**src/rtl/ddr_rdcap_pkg.sv**
```systemverilog
package ddr_rdcap_pkg;
    // beats gathered per data line before a word is released
    localparam int unsigned BEATS = 4;
    typedef logic [1:0] beat_t;
    localparam beat_t LAST_BEAT = 2'd3;
endpackage

```
**src/rtl/ddr_rdcap_dly_line.sv**
```systemverilog
// Strobe input register followed by a tap line; one tap equals one clock.
module ddr_rdcap_dly_line #(
    parameter int unsigned TAPS  = 64,
    parameter int unsigned TAP_W = $clog2(TAPS)
) (
    input  logic             clk,
    input  logic             rst_n,
    input  logic             strobe_pin,
    input  logic [TAP_W-1:0] tap,
    output logic             strobe_dly,
    output logic             raw_edge
);
    typedef struct packed {
        logic [TAPS-1:0] line;
    } st_t;

    st_t st_d, st_q;

    always_comb begin
        st_d      = st_q;
        st_d.line = {st_q.line[TAPS-2:0], strobe_pin};
    end

    always_ff @(posedge clk or negedge rst_n) begin
        if (!rst_n) st_q <= '0;
        else        st_q <= st_d;
    end

    // line[0] is the registered pin, line[k] is that value k cycles later
    assign strobe_dly = st_q.line[tap];
    assign raw_edge   = st_q.line[0] ^ st_q.line[1];
endmodule

```
**src/rtl/ddr_rdcap_capture.sv**
```systemverilog
// Strobe-edge sampling stage: one delayed strobe times every data line.
module ddr_rdcap_capture
    import ddr_rdcap_pkg::*;
#(
    parameter int unsigned LANES = 8
) (
    input  logic                   clk,
    input  logic                   rst_n,
    input  logic [LANES-1:0]       dq_s,
    input  logic                   strobe_dly,
    input  logic                   flush,
    output logic [LANES*BEATS-1:0] grp_word,
    output logic                   grp_ready,
    output logic                   dly_edge,
    output beat_t                  beat_cnt
);
    localparam int unsigned WW = LANES * BEATS;

    typedef struct packed {
        logic          prev;
        beat_t         beat;
        logic [WW-1:0] gather;
        logic [WW-1:0] word;
        logic          ready;
    } st_t;

    st_t st_d, st_q;

    always_comb begin
        st_d       = st_q;
        st_d.prev  = strobe_dly;
        st_d.ready = 1'b0;
        dly_edge   = strobe_dly ^ st_q.prev;
        // an edge wins over the flush so beat 0 survives at tap 0
        if (dly_edge) begin
            for (int l = 0; l < LANES; l++) begin
                st_d.gather[l*BEATS + int'(st_q.beat)] = dq_s[l];
            end
            if (st_q.beat == LAST_BEAT) begin
                st_d.word  = st_d.gather;
                st_d.ready = 1'b1;
                st_d.beat  = '0;
            end else begin
                st_d.beat = st_q.beat + 2'd1;
            end
        end else if (flush) begin
            st_d.beat = '0;
        end
    end

    always_ff @(posedge clk or negedge rst_n) begin
        if (!rst_n) st_q <= '0;
        else        st_q <= st_d;
    end

    assign grp_word  = st_q.word;
    assign grp_ready = st_q.ready;
    assign beat_cnt  = st_q.beat;
endmodule

```
**src/rtl/ddr_rdcap_retime.sv**
```systemverilog
// Hand-off stage: publishes a completed group to the system side.
module ddr_rdcap_retime #(
    parameter int unsigned W = 32
) (
    input  logic         clk,
    input  logic         rst_n,
    input  logic [W-1:0] grp_word,
    input  logic         grp_ready,
    output logic [W-1:0] rd_word,
    output logic         rd_valid
);
    typedef struct packed {
        logic [W-1:0] word;
        logic         valid;
    } st_t;

    st_t st_d, st_q;

    always_comb begin
        st_d       = st_q;
        st_d.valid = grp_ready;
        if (grp_ready) st_d.word = grp_word;
    end

    always_ff @(posedge clk or negedge rst_n) begin
        if (!rst_n) st_q <= '0;
        else        st_q <= st_d;
    end

    assign rd_word  = st_q.word;
    assign rd_valid = st_q.valid;
endmodule

```
**src/rtl/ddr_rd_capture.sv**
```systemverilog
module ddr_rd_capture
    import ddr_rdcap_pkg::*;
#(
    parameter int unsigned DQ_W    = 8,
    parameter int unsigned TAPS    = 64,
    parameter int unsigned UI_TAPS = 64,
    parameter int unsigned TAP_W   = $clog2(TAPS)
) (
    input  logic                  clk,
    input  logic                  rst_n,
    input  logic [DQ_W-1:0]       dq,
    input  logic                  dqs,
    input  logic [TAP_W-1:0]      tap_sel,
    output logic [DQ_W*BEATS-1:0] rd_word,
    output logic                  rd_valid
);
    localparam int unsigned IDLE_CYC = 2 * UI_TAPS;
    localparam int unsigned QW       = $clog2(IDLE_CYC + 1);
    localparam int unsigned WW       = DQ_W * BEATS;

    typedef struct packed {
        logic [DQ_W-1:0]  dq_r;
        logic [TAP_W-1:0] tap;
        logic [QW-1:0]    quiet;
    } st_t;

    st_t st_d, st_q;

    logic             idle;
    logic             raw_edge;
    logic             dly_edge;
    logic             strobe_dly;
    logic             grp_ready;
    logic [WW-1:0]    grp_word;
    beat_t            beat_cnt;
    logic [TAP_W-1:0] cur_tap;

    assign idle    = (st_q.quiet == QW'(IDLE_CYC));
    assign cur_tap = st_q.tap;

    always_comb begin
        st_d      = st_q;
        st_d.dq_r = dq;
        if (raw_edge || dly_edge) st_d.quiet = '0;
        else if (!idle)           st_d.quiet = st_q.quiet + 1'b1;
        if (idle) st_d.tap = tap_sel;
    end

    always_ff @(posedge clk or negedge rst_n) begin
        if (!rst_n) st_q <= '{dq_r: '0, tap: '0, quiet: QW'(IDLE_CYC)};
        else        st_q <= st_d;
    end

    ddr_rdcap_dly_line #(.TAPS(TAPS), .TAP_W(TAP_W)) u_dly (
        .clk       (clk),
        .rst_n     (rst_n),
        .strobe_pin(dqs),
        .tap       (cur_tap),
        .strobe_dly(strobe_dly),
        .raw_edge  (raw_edge)
    );

    ddr_rdcap_capture #(.LANES(DQ_W)) u_cap (
        .clk       (clk),
        .rst_n     (rst_n),
        .dq_s      (st_q.dq_r),
        .strobe_dly(strobe_dly),
        .flush     (idle),
        .grp_word  (grp_word),
        .grp_ready (grp_ready),
        .dly_edge  (dly_edge),
        .beat_cnt  (beat_cnt)
    );

    ddr_rdcap_retime #(.W(WW)) u_ret (
        .clk      (clk),
        .rst_n    (rst_n),
        .grp_word (grp_word),
        .grp_ready(grp_ready),
        .rd_word  (rd_word),
        .rd_valid (rd_valid)
    );
endmodule

```
**config.mk**
```make
export PLATFORM = sky130hd
export DESIGN_NAME = ddr_rd_capture
export DESIGN_NICKNAME = d
export VERILOG_FILES = /design/src/rtl/ddr_rdcap_pkg.sv /design/src/rtl/ddr_rdcap_dly_line.sv /design/src/rtl/ddr_rdcap_capture.sv /design/src/rtl/ddr_rdcap_retime.sv /design/src/rtl/ddr_rd_capture.sv
export SDC_FILE = /design/constraint.sdc
export NUM_CORES = 1
export LEC_CHECK = 0
export BUFFER_PORTS_ARGS = -buffer_cell sky130_fd_sc_hd__buf_2
export CORE_MARGIN = 4
export CORE_UTILIZATION = 35
export DETAILED_ROUTE_END_ITERATION = 10
export SYNTH_ARGS = -nofsm -noshare
export SYNTH_HDL_FRONTEND = slang
export SYNTH_SLANG_ARGS = --single-unit
```
**constraint.sdc**
```tcl
create_clock -name clk -period 4.77 [get_ports clk]
set_input_delay 0.2385 -clock clk [delete_from_list [all_inputs] [get_ports clk]]
set_output_delay 0.2385 -clock clk [all_outputs]
set_load 0.05 [all_outputs]
```
==> reports/summary.txt <==
compound-gate portion of the synthesized area -> 1.10%
Synth Area in Simple Gates -> 4.97%
met2 wire len -> 5980 µm
multiplexer area fraction after synthesis -> 27.2%
post-CTS setup buffer count -> 0
required time worst endpoint -> 5.07 ns
Max-slew headroom -> 45.0%
clock share of power -> 27.1%
period utilization -> 76.6%
ys flop type -> dfrtp_1
flop-to-flop setup slack -> 1.12 ns
Cells after DPL -> 747
CTS tree -> built
core area -> 20,200 µm²
Post-Synthesis Cells -> 442
PwrDens -> 643 nW/µm²
Die Ht -> 151 µm
Synth Cell Area -> 7200 µm²
area delta synth->final -> 16.9%
Antenna Cells -> 0
sequential share of the synthesized area -> 62.3%
RSZ-0062 raised after global routing -> no
Hold Vio Cnt, Final -> 0
Max Slew Vio Count -> 0
met3 WL post-DR -> 529 µm
Routed WL -> 12,400 µm
final setup margin -> 1.12 ns
post-DP HPWL -> 8160 µm
Max Freq -> 274 MHz
Synthesized Nets -> 465
Post-Layout Cell Count -> 789
DRT met1 WL -> 5820 µm
First-pass DRT Iterations -> 4
minimum clock period -> 3.65 ns
sw power -> 1.80 mW
vias in the first global route -> 3,945
Post-Synth Adder-Cell Area -> 1.04%
Fin Setup TNS -> 0 ns
Setup crit start kind -> flop
ys async rst share -> 100%
status -> completed
CTS Buf Count -> 17
post-synthesis xor/xnor area fraction -> 1.08%
Final Skew -> 0.0144 ns
sw frac -> 33.3%
hold_sp -> tap_sel[1]
R2R Path End -> u_cap.st_q[34]$_DFFE_PN0P_
dpl ws -> 1.08 ns
hold_ws -> 0.0431 ns
Comb power frac -> 32.5%
Avg WL per Cell -> 15.7 µm
Post-synth EDFFs -> 0
top layer used by detailed routing -> met4
Site Rows -> 52
leakage power -> 3.87 nW
clock transition at the registers of the reported paths -> 0.07 ns
Longest Clk Path Bufs -> 2
placed cell areas -> 7690 µm²
Chip Width -> 151 µm
GRT Util Overall -> 11.6%
DR vias/cell -> 4.66
first-pass GRT wire length -> 20,500 µm
drt initial violations -> 107
Critical Path AT -> 3.96 ns
clk root buf -> clkbuf_16
Reg2Reg Depth -> 7
CTS Sinks -> 179
Post-Layout Inst Area -> 8410 µm²
CP max FO -> 18
Reg power frac -> 40.4%
critical path class -> flop to flop
largest net degree at the start of global routing -> 73
worst slew pin tran -> 0.819 ns
Core Util, Final -> 41.6%
total I/O pin count -> 50
cts repair resizes -> 0
cell-internal power -> 3.60 mW
Yosys warning total -> 0
largest family of logic cells by synthesized area -> multiplexers
final setup vio count -> 0
DR vias -> 3,680
die area -> 22,900 µm²
Final nets -> 529
Clock Latency Late Sink -> 0.43 ns
r2r startpoint -> cur_tap[2]$_DFFE_PN0N_
port bufs -> 49
distinct cell type count after synthesis -> 36
Starting Density -> 35.6%
Hold Crit Class -> primary input to flop
initial antenna violation count -> 0
Overflow after GRT -> 0
CP Capture Point -> u_cap.st_q[34]$_DFFE_PN0P_
H-tree levels -> 4
GPL Wtd Cong -> 0.757
layout cell share with drive strength beyond 1 -> 42.8%
peak supply drop -> 0.000233 V
Post-CTS Hold Buffers -> 10
synthesized flop and latch total -> 179
Max Cap Viol -> 0
DRC violations left -> 0
CP Capture Type -> flop
Avg Inst Size Synth -> 16.3 µm²
Critical Path Source -> cur_tap[2]$_DFFE_PN0N_
total power -> 5.41 mW
antenna viol nets, final -> 0
power groups by stage:
stage / clock network [mW] / logic (mW) / registers, mW
finish: 1.47 / 1.76 / 2.19
global route: 1.58 / 1.88 / 2.24
CTS: 1.51 / 1.79 / 2.19
detailed placement: 0 / 1.77 / 2.22
global placement: 0 / 1.75 / 2.20
floorplan: 0 / 0.978 / 2.61
worst min path at each step:
stage,to,slack (ns),cells past startpoint
global route,cur_tap[3]$_DFFE_PN0N_,0.02,2
CTS,cur_tap[0]$_DFFE_PN0N_,0.03,2
global placement,u_ret.rd_word[25]$_DFFE_PN0P_,0.28,1
detailed placement,u_dly.st_q[25]$_DFF_PN0_,0.29,1
floorplan,cur_tap[0]$_DFFE_PN0N_,-0.06,0
finish,cur_tap[1]$_DFFE_PN0N_,0.04,2
layer usage:
| metal | global-route usage, % | up-vias |
|---|---|---|
| met5 | 0 | - |
| met4 | 2.77 | 0 |
| met3 | 4.52 | 7 |
| met2 | 17.7 | 69 |
| met1 | 15.6 | 1902 |
| li1 | - | 1702 |
state kept, by name (all words and copies together) (netlist names):
signal,flops
u_cap.grp_ready,1
u_ret.rd_valid,1
cur_tap,6
u_dly.st_q,64
u_cap.beat_cnt,2
u_cap.st_q,25
u_cap.grp_word,32
u_ret.rd_word,32
st_q,16
kinds of logic after synthesis:
| family | after synthesis |
|---|---|
| multiplexers | 151 |
| adder cells (fa/ha/maj) | 6 |
| XOR/XNOR | 8 |
| buffers and inverters | 28 |
| AO/OA/AOI/OAI | 13 |
| flip-flops | 179 |
| AND/OR/NAND/NOR | 57 |
placed cells by master (no fill, tap or decap), types with 5 or more instances in the layout:
master / count
dfrtp_1: 178
mux2_2: 87
buf_2: 48
mux2_4: 29
mux2i_1: 19
clkbuf_16: 17
nand2_1: 16
nor2_1: 12
mux4_2: 11
dlygate4sd3_1: 10
inv_1: 8
a21oi_1: 8
nand3_1: 8
xnor2_1: 6
and4_1: 6
ha_1: 6
buf_4: 6
inv_6: 5
final cells by class:
type                            count  area [µm²]
Fill cell                        1812       11800
Sequential cell                   179        4480
Multi-Input combinational cell    235        2540
Clock buffer                       18         439
Timing Repair Buffer               65         397
Tap cell                          270         338
Clock inverter                     14         186
Inverter                            8        30.0
critical path, stage by stage, from the launching register on:
cell and delay (ns):
dfrtp_1 0.86, buf_4 0.32, mux2i_1 0.11, mux4_2 0.51, a22oi_1 0.52, a21oi_1 0.22
nor4_4 0.59, mux2_2 0.40
synth_stat cells (all sizes together), types with 2 or more instances:
master | instances | area, µm²
ha | 6 | 75.1
mux2 | 118 | 1440
mux2i | 19 | 190
nor2 | 12 | 45.0
nor2b | 2 | 12.5
nor4 | 3 | 63.8
or2 | 3 | 18.8
a21oi | 8 | 40.0
clkbuf | 7 | 26.3
xor2 | 2 | 25.0
nand2 | 16 | 60.1
nand4 | 2 | 12.5
xnor2 | 6 | 52.6
and3 | 2 | 12.5
a22oi | 2 | 15.0
mux4 | 14 | 327
buf | 13 | 116
nand3 | 8 | 40.0
and4 | 7 | 63.8
dfrtp | 178 | 4450
inv | 8 | 30.0
Note: power is estimated with default switching activity, not from simulation.
